### src/rtl/prw_pkg.sv
package prw_pkg;

    localparam int BYTE_W  = 8;
    localparam int WORD_W  = 2 * BYTE_W;
    localparam int OFFS_W  = BYTE_W;          // low address bits passed through
    localparam int HALF_B  = OFFS_W;          // bus bit choosing the page byte
    localparam int WIN_LSB = OFFS_W + 1;      // first bit above the window
    localparam int ROM_W   = BYTE_W + OFFS_W;

    typedef enum logic [2:0] {
        ACC_IDLE,
        ACC_WIN_LO,
        ACC_WIN_HI,
        ACC_PAGE,
        ACC_DISP,
        ACC_OTHER
    } acc_kind_e;

    typedef struct packed {
        logic [BYTE_W-1:0] hi;
        logic [BYTE_W-1:0] lo;
    } page_t;

    // Upper part: selected byte shifted right; the shifted-out bit feeds
    // the bit just above the pass-through offset.
    function automatic logic [ROM_W-1:0] map_rom(
        input logic [BYTE_W-1:0] pg,
        input logic [OFFS_W-1:0] offs
    );
        logic [BYTE_W-2:0] upper;
        logic              mid;
        upper = pg >> 1;
        mid   = pg[0];
        return {upper, mid, offs};
    endfunction

    function automatic logic [BYTE_W-1:0] pick_byte(
        input page_t pg,
        input logic  upper_half
    );
        return upper_half ? pg.hi : pg.lo;
    endfunction

endpackage

### src/rtl/prw_decode.sv
module prw_decode
    import prw_pkg::*;
#(
    parameter int          ADDR_W    = 16,
    parameter logic [15:0] WIN_BASE  = 16'hE000,
    parameter logic [15:0] PAGE_ADDR = 16'hF000,
    parameter logic [15:0] DISP_ADDR = 16'hF002
) (
    input  logic              valid,
    input  logic [ADDR_W-1:0] addr,
    output acc_kind_e         kind
);

    localparam int TAG_W = ADDR_W - WIN_LSB;
    localparam logic [TAG_W-1:0] WIN_TAG = WIN_BASE[ADDR_W-1:WIN_LSB];

    logic in_win;
    logic is_page;
    logic is_disp;

    always_comb begin
        in_win  = (addr[ADDR_W-1:WIN_LSB] == WIN_TAG);
        is_page = (addr == PAGE_ADDR[ADDR_W-1:0]);
        is_disp = (addr == DISP_ADDR[ADDR_W-1:0]);
    end

    always_comb begin
        kind = ACC_IDLE;
        if (valid) begin
            if (is_page)
                kind = ACC_PAGE;
            else if (is_disp)
                kind = ACC_DISP;
            else if (in_win)
                kind = addr[HALF_B] ? ACC_WIN_HI : ACC_WIN_LO;
            else
                kind = ACC_OTHER;
        end
    end

endmodule

### src/rtl/prw_page_reg.sv
module prw_page_reg
    import prw_pkg::*;
(
    input  logic              clk,
    input  logic              rst,
    input  logic              we_lo,
    input  logic              we_hi,
    input  logic [WORD_W-1:0] wdata,
    output page_t             page
);

    page_t page_q;

    always_ff @(posedge clk) begin
        if (rst) begin
            page_q <= '0;
        end else begin
            if (we_lo)
                page_q.lo <= wdata[BYTE_W-1:0];
            if (we_hi)
                page_q.hi <= wdata[WORD_W-1:BYTE_W];
        end
    end

    assign page = page_q;


    lo_hold_chk: assert property (@(posedge clk) disable iff (rst)
        !we_lo |=> $stable(page_q.lo));


    hi_hold_chk: assert property (@(posedge clk) disable iff (rst)
        !we_hi |=> $stable(page_q.hi));

endmodule

### src/rtl/prw_disp_reg.sv
module prw_disp_reg #(
    parameter int DISP_W = 4
) (
    input  logic              clk,
    input  logic              rst,
    input  logic              we,
    input  logic [DISP_W-1:0] wdata,
    output logic [DISP_W-1:0] lamps
);

    logic [DISP_W-1:0] lamps_q;

    always_ff @(posedge clk) begin
        if (rst)
            lamps_q <= '0;
        else if (we)
            lamps_q <= wdata;
    end

    assign lamps = lamps_q;


    disp_load_chk: assert property (@(posedge clk) disable iff (rst)
        we |=> (lamps_q == $past(wdata)));

endmodule

### src/rtl/prw_rom_map.sv
module prw_rom_map
    import prw_pkg::*;
(
    input  logic              clk,
    input  logic              rst,
    input  logic              hit,
    input  logic              upper_half,
    input  logic [OFFS_W-1:0] offs,
    input  page_t             page,
    output logic [ROM_W-1:0]  rom_addr,
    output logic              rom_sel
);

    logic [ROM_W-1:0] addr_d;
    logic [ROM_W-1:0] addr_q;
    logic             sel_q;

    always_comb begin
        addr_d = '0;
        if (hit)
            addr_d = map_rom(pick_byte(page, upper_half), offs);
    end

    always_ff @(posedge clk) begin
        if (rst) begin
            addr_q <= '0;
            sel_q  <= 1'b0;
        end else begin
            addr_q <= addr_d;
            sel_q  <= hit;
        end
    end

    assign rom_addr = addr_q;
    assign rom_sel  = sel_q;


    sel_follow_chk: assert property (@(posedge clk) disable iff (rst)
        hit |=> (sel_q && addr_q[OFFS_W-1:0] == $past(offs)));


    no_hit_chk: assert property (@(posedge clk) disable iff (rst)
        !hit |=> (!sel_q && addr_q == '0));


    low_page_chk: assert property (@(posedge clk) disable iff (rst)
        (hit && !upper_half) |=> (addr_q[ROM_W-1:OFFS_W] == $past(page.lo)));


    high_page_chk: assert property (@(posedge clk) disable iff (rst)
        (hit && upper_half) |=> (addr_q[ROM_W-1:OFFS_W] == $past(page.hi)));

endmodule

### src/rtl/paged_rom_window.sv
module paged_rom_window
    import prw_pkg::*;
#(
    parameter int          ADDR_W    = 16,
    parameter int          DISP_W    = 4,
    parameter logic [15:0] WIN_BASE  = 16'hE000,
    parameter logic [15:0] PAGE_ADDR = 16'hF000,
    parameter logic [15:0] DISP_ADDR = 16'hF002
) (
    input  logic              clk,
    input  logic              rst,
    input  logic              bus_valid,
    input  logic              bus_wr,
    input  logic [ADDR_W-1:0] bus_addr,
    input  logic [15:0]       bus_wdata,
    input  logic [1:0]        bus_be,
    output logic [15:0]       bus_rdata,
    output logic [15:0]       rom_addr,
    output logic              rom_sel,
    output logic [DISP_W-1:0] disp_led
);

    acc_kind_e         kind;
    page_t             page;
    logic              page_we_lo;
    logic              page_we_hi;
    logic              disp_we;
    logic              rom_hit;
    logic [DISP_W-1:0] lamps;
    logic [15:0]       rd_d;
    logic [15:0]       rd_q;

    prw_decode #(
        .ADDR_W   (ADDR_W),
        .WIN_BASE (WIN_BASE),
        .PAGE_ADDR(PAGE_ADDR),
        .DISP_ADDR(DISP_ADDR)
    ) u_dec (
        .valid(bus_valid),
        .addr (bus_addr),
        .kind (kind)
    );

    always_comb begin
        page_we_lo = bus_wr && (kind == ACC_PAGE) && bus_be[0];
        page_we_hi = bus_wr && (kind == ACC_PAGE) && bus_be[1];
        disp_we    = bus_wr && (kind == ACC_DISP) && bus_be[0];
        rom_hit    = !bus_wr && ((kind == ACC_WIN_LO) || (kind == ACC_WIN_HI));
    end

    prw_page_reg u_page (
        .clk  (clk),
        .rst  (rst),
        .we_lo(page_we_lo),
        .we_hi(page_we_hi),
        .wdata(bus_wdata),
        .page (page)
    );

    prw_disp_reg #(
        .DISP_W(DISP_W)
    ) u_disp (
        .clk  (clk),
        .rst  (rst),
        .we   (disp_we),
        .wdata(bus_wdata[DISP_W-1:0]),
        .lamps(lamps)
    );

    prw_rom_map u_map (
        .clk       (clk),
        .rst       (rst),
        .hit       (rom_hit),
        .upper_half(kind == ACC_WIN_HI),
        .offs      (bus_addr[OFFS_W-1:0]),
        .page      (page),
        .rom_addr  (rom_addr),
        .rom_sel   (rom_sel)
    );

    // Readback: registers only; window and unmapped reads return zero.
    always_comb begin
        rd_d = '0;
        if (!bus_wr) begin
            case (kind)
                ACC_PAGE: rd_d = page;
                ACC_DISP: rd_d[DISP_W-1:0] = lamps;
                default:  rd_d = '0;
            endcase
        end
    end

    always_ff @(posedge clk) begin
        if (rst)
            rd_q <= '0;
        else
            rd_q <= rd_d;
    end

    assign bus_rdata = rd_q;
    assign disp_led  = lamps;


    win_write_chk: assert property (@(posedge clk) disable iff (rst)
        (bus_valid && bus_wr && (kind == ACC_WIN_LO || kind == ACC_WIN_HI))
        |=> (!rom_sel && $stable(page) && $stable(disp_led)));


    zero_read_chk: assert property (@(posedge clk) disable iff (rst)
        (bus_valid && !bus_wr && kind != ACC_PAGE && kind != ACC_DISP)
        |=> (bus_rdata == 16'h0000));


    reset_clear_chk: assert property (@(posedge clk)
        $past(rst) |-> (!rom_sel && rom_addr == '0 && bus_rdata == '0 && disp_led == '0));

endmodule

### config.mk
export PLATFORM = sky130hd
export DESIGN_NAME = paged_rom_window
export DESIGN_NICKNAME = d
export VERILOG_FILES = /design/src/rtl/prw_pkg.sv /design/src/rtl/prw_decode.sv /design/src/rtl/prw_page_reg.sv /design/src/rtl/prw_disp_reg.sv /design/src/rtl/prw_rom_map.sv /design/src/rtl/paged_rom_window.sv
export SDC_FILE = /design/constraint.sdc
export NUM_CORES = 1
export LEC_CHECK = 0
export ABC_CLOCK_PERIOD_IN_PS = 1900
export BUFFER_PORTS_ARGS = -buffer_cell sky130_fd_sc_hd__buf_2
export CORE_MARGIN = 2
export CORE_UTILIZATION = 40
export DETAILED_ROUTE_END_ITERATION = 16
export HOLD_SLACK_MARGIN = 0.15
export PLACE_DENSITY = 0.7
export SLEW_MARGIN = 0
export SYNTH_ARGS = -nofsm -noshare
export SYNTH_HDL_FRONTEND = slang
export SYNTH_SLANG_ARGS = --single-unit
### constraint.sdc
create_clock -name clk -period 1.9 [get_ports clk]
set_clock_uncertainty 0.05 [all_clocks]
set_input_delay 0.38 -clock clk [delete_from_list [all_inputs] [get_ports clk]]
set_output_delay 0.38 -clock clk [all_outputs]
set_load 0.1 [all_outputs]
**Word-level counts from Yosys, hierarchy flattened**

Index checks and enable logic that the tools add are counted.

- Bits in latches: 0
- Input port bits: 38
- Flip-flop bits (word level): 53
- Memory bits (read-only): 0
- Word-level logic and storage cells: 34
- Output and inout bits: 37
- RAM bits: 0
- Memories kept: 0

- Order comparisons: 0
- Divide/modulo/power cells: 0
- Eq/ne operators: 7
- $mul: 0
- Bitwise logic cells: 2
- Shifts and indexed selects: 0
- Reductions and logical operators: 11
- Add/sub/neg operators: 0
- Multiplexer cells: 7

Operators with widths:

| operator | number |
|---|---|
| 16-bit equality test (second input constant) | 2 |
| 3-bit two-way mux | 4 |
| 8-bit two-way mux | 1 |
| 4-bit one-hot mux with 2 select lines | 1 |
| 7-bit equality test (second input constant) | 1 |
| 3-bit by 2-bit equality test with 1-bit output (second input constant) | 2 |
| 1-bit logical AND | 6 |
| 2-bit OR reduction | 2 |
| 3-bit by 1-bit equality test with 1-bit output (second input constant) | 1 |
| 3-bit equality test (second input constant) | 1 |
| 3-bit OR reduction | 1 |
| 2-bit two-way mux | 1 |
| 1-bit inverter | 2 |
| 1-bit logical NOT | 1 |
| 1-bit logical OR | 1 |

**Longest topological paths before layout**

Gate-level depths: netlist of run 1.

- Depth in word-level cells: 10
- Depth in mapped cells: 8
- Depth with buffers taken out: 5

**Modules after synthesis**

Synthesis of run 1 repeated with hierarchy kept, for this count alone.

- Cell total of the unflattened synthesis: 180
- Area, all modules: 2055.7 µm²

By module, submodules not included:

| module | cells each | times used | seq. area each (µm²) | area an instance (µm²) |
|---|---|---|---|---|
| paged_rom_window | 55 | 1 | 320.3 | 661.9 |
| prw_page_reg | 52 | 1 | 320.3 | 579.3 |
| prw_rom_map | 45 | 1 | 340.3 | 556.8 |
| prw_disp_reg | 13 | 1 | 80.1 | 140.1 |
| prw_decode | 15 | 1 | 0.0 | 117.6 |

**Worst setup path before layout of run 1**

OpenSTA, ideal clock, no wires.

- Path kind: input to register
- From: in bus_addr[8]
- To: reg rd_q[10], in the netlist bus_rdata[10]
- Path buffers: 4
- Setup slack: 217 ps
- Cell stages on the path: 8
- Data arrival time: 1518 ps
- Setup time: 115 ps
- Required time: 1735 ps
- Path through: buf_4 nand2b_1 and3_1 buf_4 and3_1 buf_4 buf_6 and2_1

- Word-level cells in the longest chain between the ends: 8
- Elaborated cells on any way between the ends: 10

Ends and longest elaborated chain:

| what | RTL line | source |
|---|---|---|
| start, declared | paged_rom_window.sv:14 | `input logic [ADDR_W-1:0] bus_addr,` |
| parallel branches: the longest is 3 deep, another holds 16-bit equality test | -- |  |
| 3-bit two-way mux (*) | prw_decode.sv:30 | `if (is_page)` |
| 3-bit two-way mux (*) | prw_decode.sv:29 | `if (valid) begin` |
| 3-bit by 2-bit equality test with 1-bit output (*) | paged_rom_window.sv:85 | `case (kind)` |
| 1-bit inverter (no source line) (*) | -- |  |
| 3-bit OR reduction (no source line) (*) | -- |  |
| end signal, assigned | paged_rom_window.sv:97 | `rd_q <= rd_d;` |
| end, declared | paged_rom_window.sv:31 | `logic [15:0] rd_q;` |

Every way passes the cells marked *.
A chain may end at the register's enable or synchronous reset.

**Worst setup path in the final report of run 1**

- From: in bus_addr[9]
- To: reg u_page.page_q, in the netlist u_page.page[12]

- Word-level cells in the longest chain between the ends: 8
- Elaborated cells on any way between the ends: 10

Ends and longest elaborated chain:

| what | RTL line | source |
|---|---|---|
| 7-bit equality test | prw_decode.sv:22 | `in_win = (addr[ADDR_W-1:WIN_LSB] == WIN_TAG);` |
| 3-bit two-way mux | prw_decode.sv:34 | `else if (in_win)` |
| 3-bit two-way mux | prw_decode.sv:32 | `else if (is_disp)` |
| 3-bit two-way mux (*) | prw_decode.sv:30 |  |
| 3-bit two-way mux (*) | prw_decode.sv:29 |  |
| 3-bit by 2-bit equality test with 1-bit output (*) | paged_rom_window.sv:46 | `page_we_hi = bus_wr && (kind == ACC_PAGE) && bus_be[1];` |
| 1-bit logical AND (*) (2 in a row) | paged_rom_window.sv:46 |  |
| end, declared | prw_page_reg.sv:12 | `page_t page_q;` |

Mark *: on every way between the ends. The rest lies on a longest branch, timed or not.

==> impl_results.md, run 1 <==
- Outcome: finished, final reports clean
- Avg WL per Cell: 13.7 µm
- List of most frequent post-synthesis cells: dfxtp_1, nand4_1, and2_1, a21oi_1, o21ai_0
- Syn Inst Count: 189
- CTS resizes: 0
- HPWL Detailed: 3310 µm
- CP max-delay cell: nor4b_1
- Critical path arrival: 1.68 ns
- Post-synth EDFFs: 0
- Full die area: 0.00529 mm²
- Worst R2R End: u_page.page[2]
- Starting Density: 40.8%
- Largest net degree at the start of global routing: 21
- Vias: 1643
- CP Cell Sequence: buf_2, nor4b_1, nand4b_1, buf_4, o21ai_0, a21oi_1
- Nature of the critical path endpoint: flop
- Global-route wire length before repair: 6880 µm
- Pwr per Cell Area: 798 mW/mm²
- Routed Wire Length: 4450 µm
- Crit start category: primary input
- Sw power: 0.000412 W
- CP bufs+invs: 2
- Register bit total from synthesis: 53
- Initial antenna violation count: 0
- Antenna Cells: 0
- Ys async rst share: 0%
- Antenna Nets Post-Route: 0
- Die H: 72.7 µm
- Warnings, synthesis: 0
- Maximum clock rate: 649 MHz
- Num CTS Buffers: 5
- Min-Delay Startpoint: bus_addr[0]
- Fin Hold WS: 0.235 ns
- Kind of critical path: primary input to flop
- # IOs: 75
- Setup TNS Final: 0 ns
- CP required: 2.04 ns
- Critical path fanouts, max: 12
- Post-route cell area: 0.00246 mm²
- Mean Syn Cell Area: 10.0 µm²
- Power share of the clock group: 38.7%
- Vias in the first global route: 1514
- Number of I/O port buffers: 74
- Worst-margin pin slew: 0.497 ns
- Int Pwr: 0.00155 W
- Die X: 72.7 µm
- Clk Latency, worst-skew pair: 0.30 ns
- IR drop worst, VDD: 410 µV
- CTS H-tree depth: 2
- Slew Viols, Final: 0
- Clock transition at the registers of the reported paths: 0.09 ns
- CTS root buf: clkbuf_8
- Final Cycle Share: 81.1%
- Family with the most delay on the worst path: simple AND/OR/NAND/NOR gates
- Clock Sinks: 53
- Crit path time final: 1.54 ns
- Via/cell ratio: 5.07
- Most frequent cell after synthesis: dfxtp_1
- Final hold violation count: 0
- Max cap viols: 0
- Pre-antenna DRT Iters: 4
- RSZ-0062 raised after global routing: false
- Finished Layout Cells: 324
- Library cells used by synthesis: 25
- Dpl cells: 316
- Worst Hold Class: primary input to flop
- Maximum clock path buffer count: 2
- Reg2Reg Launch Point: u_page.page[2]
- Synth top area cells: dfxtp_1, nand4_1, and2_1, a21oi_1, o21ai_0
- CP peak stage delay: 0.43 ns
- R2r setup slk: 1.14 ns
- Filler cells: 441
- Worst Hold End: u_map.rom_addr[0]
- Final #Nets: 307
- Yosys top cell area share: 56.2%
- Sequential element share of the synthesized area: 56.2%
- Logic pwr share: 4.7%
- Post-CTS Setup Bufs: 0
- Syn Std Cell Area: 0.00189 mm²
- Synth Flop Type: dfxtp_1
- Leakage power: 1.12 nW
- Post-synth net total: 227
- Power, Total: 0.00196 W
- Core area: 0.00463 mm²
- Iter 0 DRT Violations: 97
- Setup violators final: 0
- Aggregate global routing overflow: 0
- Dpl cell area: 0.00235 mm²
- Crit path depth: 6
- DRC violations left: 0
- Share of cells above drive strength 1: 35.2%
- Gpl congestion: 0.757
- Clock tree from TritonCTS: done
- Layout area overhead: 30.1%
- Tot GR Track Use: 16.9%
- Post-synth top area cell: dfxtp_1
- Seq pwr share: 56.6%
- Switching part of the total: 21.0%
- Site Rows: 25
- Slew headroom: 67.1%
- Worst Hold Depth: 2
- Hold buffers post-CTS: 0
- Reg2Reg Depth: 2
==> layout by cell type, fill, tap and decap left out, types with 2 or more instances in the layout <==
cell type   n
nor2b_1     2
o21ai_0    20
nand3_1     2
and3_1      2
nand4_1    22
nor2_1     11
clkbuf_8    5
and2_1     21
inv_1       2
dfxtp_1    53
buf_2      74
buf_4      12
mux2i_1     8
a22o_1      4
a21oi_1    20
==> flip-flops by register name, summed over array words and instances, names as in the netlist <==
register / cells
bus_rdata: 16
u_map.rom_addr: 16
u_page.page: 16
u_disp.lamps: 4
u_map.rom_sel: 1
==> logic make-up after synthesis <==
group                  after synthesis  synth area share, %
flip-flops                          53                 56.2
buffers and inverters               15                 4.17
multiplexers                         8                 4.24
AO/OA/AOI/OAI                       44                 12.5
AND/OR/NAND/NOR                     69                 23.0
==> routing by layer <==
metal  part of all wire (%)  vias to the layer above  routed length (µm)  track usage (%)
li1                       -                      833                   -                -
met1                     46                      737                2040             22.0
met2                     47                       54                2080             26.9
met3                    4.5                       19                 202             3.59
met4                    2.7                        0                 122             8.02
met5                      0                        -                   0                0
==> power by group through the flow <==
| stage | combinational, W | sequential [W] | clock, W |
|---|---|---|---|
| after global routing | 0.000100 | 0.00111 | 0.000801 |
| after floorplan | 0.0000334 | 0.00114 | 0 |
| after CTS | 0.0000921 | 0.00111 | 0.000767 |
| final | 0.0000926 | 0.00111 | 0.000759 |
| after detailed placement | 0.0000917 | 0.00114 | 0 |
| after global placement | 0.0000912 | 0.00114 | 0 |
==> through the flow <==
stage | setup WS [ns] | utilization, %
4_1_cts | 0.359 | 53.1
3_3_place_gp | 0.0801 | 50.7
3_5_place_dp | 0.0364 | 50.7
6_report | 0.360 | 53.1
5_1_grt | 0.253 | 53.1
2_1_floorplan | 0.217 | -
==> layout make-up <==
cell class	count	area, µm²	area share (%)
sequential	53	1060	43.2
inverter	2	7.51	0.305
clock inverter	2	38.8	1.58
clock buffer	6	72.6	2.95
timing repair buffer	86	460	18.7
multi-input combinational	121	749	30.5
tap	54	67.6	2.75
==> worst max path at each step <==
| stage | startpoint | endpoint | slack [ns] |
|---|---|---|---|
| 5_1_grt | bus_addr[9] | u_page.page[8] | 0.25 |
| 3_3_place_gp | bus_addr[9] | u_disp.lamps[3] | 0.08 |
| 2_1_floorplan | bus_addr[8] | bus_rdata[10] | 0.22 |
| 4_1_cts | u_disp.lamps[0] | disp_led[0] | 0.36 |
| 3_5_place_dp | bus_addr[9] | u_page.page[2] | 0.04 |
| 6_report | bus_addr[9] | u_page.page[12] | 0.36 |
==> worst reg2reg max path: stages (launching register included) <==
cell and delay [ns]:
dfxtp_1 0.40, o21ai_0 0.11, a21oi_1 0.14
Note: power is estimated with default switching activity, not from simulation.
==> run 2: changes to the inputs <==
--- a/config.mk
+++ b/config.mk
@@ -5,7 +5,7 @@
 export SDC_FILE = /design/constraint.sdc
 export NUM_CORES = 1
 export LEC_CHECK = 0
-export ABC_CLOCK_PERIOD_IN_PS = 1900
+export ABC_CLOCK_PERIOD_IN_PS = 1500
 export BUFFER_PORTS_ARGS = -buffer_cell sky130_fd_sc_hd__buf_2
 export CORE_MARGIN = 2
 export CORE_UTILIZATION = 40
==> constraint.sdc (replaced) <==
create_clock -name clk -period 1.5 [get_ports clk]
set_clock_uncertainty 0.05 [all_clocks]
set_input_delay 0.3 -clock clk [delete_from_list [all_inputs] [get_ports clk]]
set_output_delay 0.3 -clock clk [all_outputs]
set_load 0.1 [all_outputs]
==> run 2 against run 1 <==
  * Register-to-register slack worse by 0.37 ns
  * Via count is 4.3% higher
  * Sequential share of layout area is 1.2 points lower
  * Final area is 3.0% higher
  * Worst hold slack worse by 0.066 ns
  * Flip-flop and latch count stayed put
  * Utilization is 1.6 points higher
  * Non-clock buffer count is 4 higher
  * Routed wire length is 8.0% higher
  * Critical path type is now flop to output port
==> impl_results.md, run 2 (same netlist as run 1, synthesis figures left out) <==
- CP Cell Sequence: buf_2 (was buf_2, nor4b_1, nand4b_1, buf_4, o21ai_0, a21oi_1)
- Setup violators final: 0 (unchanged)
- Slew headroom: 67.3% (was 67.1%)
- Hold buffers post-CTS: 0 (unchanged)
- Full die area: 0.00529 mm² (unchanged)
- Clock transition at the registers of the reported paths: 0.09 ns (about the same)
- Max cap viols: 0 (unchanged)
- Fin Hold WS: 0.169 ns (was 0.235 ns)
- Clk Latency, worst-skew pair: 0.30 ns (about the same)
- Worst-margin pin slew: 0.494 ns (was 0.497 ns)
- Dpl cells: 320 (was 316)
- Kind of critical path: flop to output port (was primary input to flop)
- Critical path arrival: 1.06 ns (was 1.68 ns)
- Site Rows: 25 (unchanged)
- CP required: 1.15 ns (was 2.04 ns)
- Tot GR Track Use: 18.3% (was 16.9%)
- Final Cycle Share: 94.1%
- Core area: 0.00463 mm² (unchanged)
- Antenna Nets Post-Route: 0 (unchanged)
- Crit start category: flop (was primary input)
- Vias in the first global route: 1540 (was 1514)
- Via/cell ratio: 5.21 (was 5.07)
- DRC violations left: 0 (unchanged)
- Pwr per Cell Area: 985 mW/mm² (was 798 mW/mm²)
- Number of I/O port buffers: 74 (unchanged)
- Aggregate global routing overflow: 0 (unchanged)
- Starting Density: 40.8% (unchanged)
- Most frequent cells in the layout: buf_2, dfxtp_1, nand4_1 (unchanged)
- Worst Hold Class: primary input to flop (unchanged)
- Final #Nets: 312 (was 307)
- Crit path time final: 1.41 ns
- Finished Layout Cells: 329 (was 324)
- Largest net degree at the start of global routing: 21 (unchanged)
- Num CTS Buffers: 5 (unchanged)
- Clock Sinks: 53 (unchanged)
- CTS root buf: clkbuf_8 (unchanged)
- Outcome: finished, final reports clean (unchanged)
- Antenna Cells: 0 (unchanged)
- Die X: 72.7 µm (unchanged)
- IR drop worst, VDD: 385 µV (was 410 µV)
- Die H: 72.7 µm (unchanged)
- Gpl congestion: 0.763 (was 0.757)
- CP peak stage delay: 0.42 ns (was 0.43 ns)
- Iter 0 DRT Violations: 117 (was 97)
- Worst slack, placed: -0.230 ns (was 0.0364 ns)
- Leakage power: 1.15 nW (was 1.12 nW)
- Initial antenna violation count: 0 (unchanged)
- # IOs: 75 (unchanged)
- Vias: 1713 (was 1643)
- CTS H-tree depth: 2 (unchanged)
- Avg WL per Cell: 14.6 µm (was 13.7 µm)
- Nature of the critical path endpoint: output port (was flop)
- Setup ws final: 0.0885 ns (was 0.360 ns)
- Clock tree from TritonCTS: done (unchanged)
- Maximum clock path buffer count: 2 (unchanged)
- Pre-antenna DRT Iters: 4 (unchanged)
- CP bufs+invs: 1 (was 2)
- Util after Layout: 54.6% (was 53.1%)
- Slew Viols, Final: 0 (unchanged)
- Family with the most delay on the worst path: buffers and inverters (was simple AND/OR/NAND/NOR gates)
- CTS resizes: 0 (unchanged)
- Global-route wire length before repair: 7470 µm (was 6880 µm)
- Commonest non-fill, non-tap cell in the layout: buf_2 (unchanged)
- Final hold violation count: 0 (unchanged)
- Layout area overhead: 33.9% (was 30.1%)
- Critical path fanouts, max: 1 (was 12)
- HPWL Detailed: 3310 µm (about the same)
- Post-CTS Setup Bufs: 0 (unchanged)
- Maximum clock rate: 708 MHz
- Routed Wire Length: 4800 µm (was 4450 µm)
- Share of cells above drive strength 1: 37.5% (was 35.2%)
- CP max-delay cell: buf_2 (was nor4b_1)
run 2: cell types whose count changed in the layout (fill, tap and decap cells not counted), sizes merged:
| cell | delta |
|---|---|
| and3 | +1 |
| clkbuf | +4 |
run 2: final timing paths:
check	to	slack, ns	cells past startpoint	startpoint
worst max-delay path	bus_rdata[6]	0.09	1	bus_rdata[6]
worst min-delay path	u_map.rom_addr[2]	0.17	2	bus_addr[2]
worst max register to register	u_disp.lamps[3]	0.77	2	u_disp.lamps[3]
worst min register to register	bus_rdata[8]	0.44	1	u_page.page[8]
run 2: layer usage:
layer	routed length [µm]	part of all wire, %	GRT usage, %
met1	2100	44	24.8
met2	2280	47	28.4
met3	392	8.2	4.14
met4	32	0.67	7.00
met5	0	0	0
run 2: power by group:
| group | switching, W | internal, W |
|---|---|---|
| logic | 0.0000655 | 0.0000588 |
| clock network | 0.000460 | 0.000501 |
| registers | 0.0000000296 | 0.00141 |
run 2: cell type report:
| cell class | instances | area (µm²) |
|---|---|---|
| fillers | 430 | 2100 |
| flip-flops and latches | 53 | 1060 |
| multi-input cells | 122 | 769 |
| repair buffers | 90 | 513 |
| clock buffers | 6 | 72.6 |
| well taps | 54 | 67.6 |
| clock inverters | 2 | 38.8 |
| inverters | 2 | 7.51 |
run 2: stage by stage:
stage / total power [W] / TNS [ns] / instance area [µm²]
floorplan: 0.00148 / -0.479 / 1910
global placement: 0.00156 / -7.45 / 2390
detailed placement: 0.00156 / -7.98 / 2390
CTS: 0.00249 / 0 / 2500
global route: 0.00256 / -0.0313 / 2530
finish: 0.00249 / 0 / 2530
==> run 3: changes to the inputs <==
==> constraint.sdc (replaced) <==
create_clock -name clk -period 1.5 [get_ports clk]
set_clock_uncertainty 0.05 [all_clocks]
set_input_delay 0.15 -clock clk [delete_from_list [all_inputs] [get_ports clk]]
set_output_delay 0.15 -clock clk [all_outputs]
set_load 0.1 [all_outputs]
==> run 3 against run 2 <==
  * Non-clock buffer count rose by 23
  * Critical path type unchanged
  * Worst setup slack better by 0.11 ns
  * Total power fell by 5.3%
  * Maximum frequency is 8.2% higher
  * Count of clock-buffer cells in the layout stayed put
  * Final area increased by 6.5%
==> impl_results.md, run 3 (same netlist as run 1, synthesis figures left out) <==
- Worst slack, placed: -0.0735 ns (was -0.230 ns)
- Gpl congestion: 0.757 (was 0.763)
- RSZ-0062 raised after global routing: false
- Crit path time final: 1.30 ns (was 1.41 ns)
- CTS H-tree depth: 2 (unchanged)
- CP max-delay cell: buf_2 (unchanged)
- Critical path arrival: 1.10 ns (was 1.06 ns)
- Maximum clock rate: 767 MHz (was 708 MHz)
- Full die area: 0.00529 mm² (unchanged)
- Leakage power: 1.23 nW (was 1.15 nW)
- Setup violators final: 0 (unchanged)
- Final hold violation count: 0 (unchanged)
- Filler cells: 402 (was 430)
- Aggregate global routing overflow: 0 (unchanged)
- Util after Layout: 58.2% (was 54.6%)
- Clock tree from TritonCTS: done (unchanged)
- Outcome: finished, final reports clean (unchanged)
- Detailed-routing wirelength on met1: 2050 µm (was 2100 µm)
- Largest net degree at the start of global routing: 21 (unchanged)
- Core area: 0.00463 mm² (unchanged)
- Worst-margin pin slew: 0.491 ns (was 0.494 ns)
- Crit start category: flop (unchanged)
- Vias: 1755 (was 1713)
- CTS root buf: clkbuf_8 (unchanged)
- Slew Viols, Final: 0 (unchanged)
- Setup ws final: 0.196 ns (was 0.0885 ns)
- CP bufs+invs: 1 (unchanged)
- Antenna Nets Post-Route: 0 (unchanged)
- Clock Sinks: 53 (unchanged)
- Pwr per Cell Area: 875 mW/mm² (was 985 mW/mm²)
- Vias in the first global route: 1616 (was 1540)
- Routed Wire Length: 4740 µm (was 4800 µm)
- Met2 wire len: 2360 µm (was 2280 µm)
- CP required: 1.30 ns (was 1.15 ns)
- Avg WL per Cell: 13.5 µm (was 14.6 µm)
- Commonest non-fill, non-tap cell in the layout: buf_2 (unchanged)
- CP peak stage delay: 0.43 ns (was 0.42 ns)
- Uppermost layer routed: met4 (unchanged)
- CP Cell Sequence: buf_2 (unchanged)
- Share of cells above drive strength 1: 33.0% (was 37.5%)
- Final #Nets: 334 (was 312)
- Nature of the critical path endpoint: output port (unchanged)
- Layout area overhead: 42.6% (was 33.9%)
- IR drop worst, VDD: 392 µV (was 385 µV)
- Maximum clock path buffer count: 2 (unchanged)
- Via/cell ratio: 5.00 (was 5.21)
- Tot GR Track Use: 18.4% (was 18.3%)
- Site Rows: 25 (unchanged)
- Kind of critical path: flop to output port (unchanged)
- Initial antenna violation count: 0 (unchanged)
- Clk Latency, worst-skew pair: 0.31 ns (was 0.30 ns)
- DR WL met3: 211 µm (was 392 µm)
- Pre-antenna DRT Iters: 4 (unchanged)
- Worst Hold Class: primary input to flop (unchanged)
- Global-route wire length before repair: 7400 µm (was 7470 µm)
- Die H: 72.7 µm (unchanged)
- Clock transition at the registers of the reported paths: 0.09 ns (about the same)
- Slew headroom: 67.5% (was 67.3%)
- Antenna Cells: 0 (unchanged)
- Max cap viols: 0 (unchanged)
- Critical path fanouts, max: 3 (was 1)
- Num CTS Buffers: 5 (unchanged)
- Setup TNS Final: 0 ns (unchanged)
- Iter 0 DRT Violations: 84 (was 117)
- Most frequent cells in the layout: buf_2, dfxtp_1, dlygate4sd3_1 (was buf_2, dfxtp_1, nand4_1)
- # IOs: 75 (unchanged)
- DRC violations left: 0 (unchanged)
- Power, Total: 0.00236 W (was 0.00249 W)
- Family with the most delay on the worst path: buffers and inverters (unchanged)
- Final Cycle Share: 86.9% (was 94.1%)
- Die X: 72.7 µm (unchanged)
- Starting Density: 40.8% (unchanged)
- Number of I/O port buffers: 74 (unchanged)
- HPWL Detailed: 3320 µm (was 3310 µm)
[run 3: through the flow]
stage	hold WS (ns)	std cells	area (µm²)
after global routing	0.192	351	2700
final	0.166	351	2700
after global placement	0.320	319	2370
after CTS	0.158	351	2700
after floorplan	0.222	189	1890
after detailed placement	0.319	319	2370
[run 3: timing repair]
action	4_1_cts	5_1_grt
buffers inserted	0	0
setup endpoints to repair	0	0
gates resized for setup	0	0
hold buffers	24	0
hold endpoints to repair	28	0
[run 3: final cells by class]
class	count	area (µm²)	share of cell area [%]
Inverter	2	7.51	0.279
Multi-Input combinational cell	121	749	27.8
Clock buffer	6	72.6	2.69
Timing Repair Buffer	113	723	26.8
Sequential cell	53	1060	39.4
Clock inverter	2	13.8	0.511
Tap cell	54	67.6	2.51
[run 3: path summary, 6_finish.rpt]
kind                    from        endpoint  slack [ns]  cells past startpoint
max reg2reg   u_page.page[2]  u_page.page[2]        0.75                      2
max          u_disp.lamps[2]     disp_led[2]        0.20                      1
min reg2reg  u_page.page[11]   bus_rdata[11]        0.43                      1
min                bus_valid   u_map.rom_sel        0.17                      3
[run 3: power breakdown]
part	internal, W	switching, W	total (W)
logic	0.0000979	0.0000709	0.000169
registers	0.00141	0.0000000309	0.00141
clock network	0.000333	0.000451	0.000785
[run 3: per-layer routing]
layer / track usage (%) / vias to the layer above
met3: 4.42 / 10
li1: - / 890
met5: 0 / -
met2: 30.9 / 48
met4: 8.02 / 0
met1: 22.4 / 807
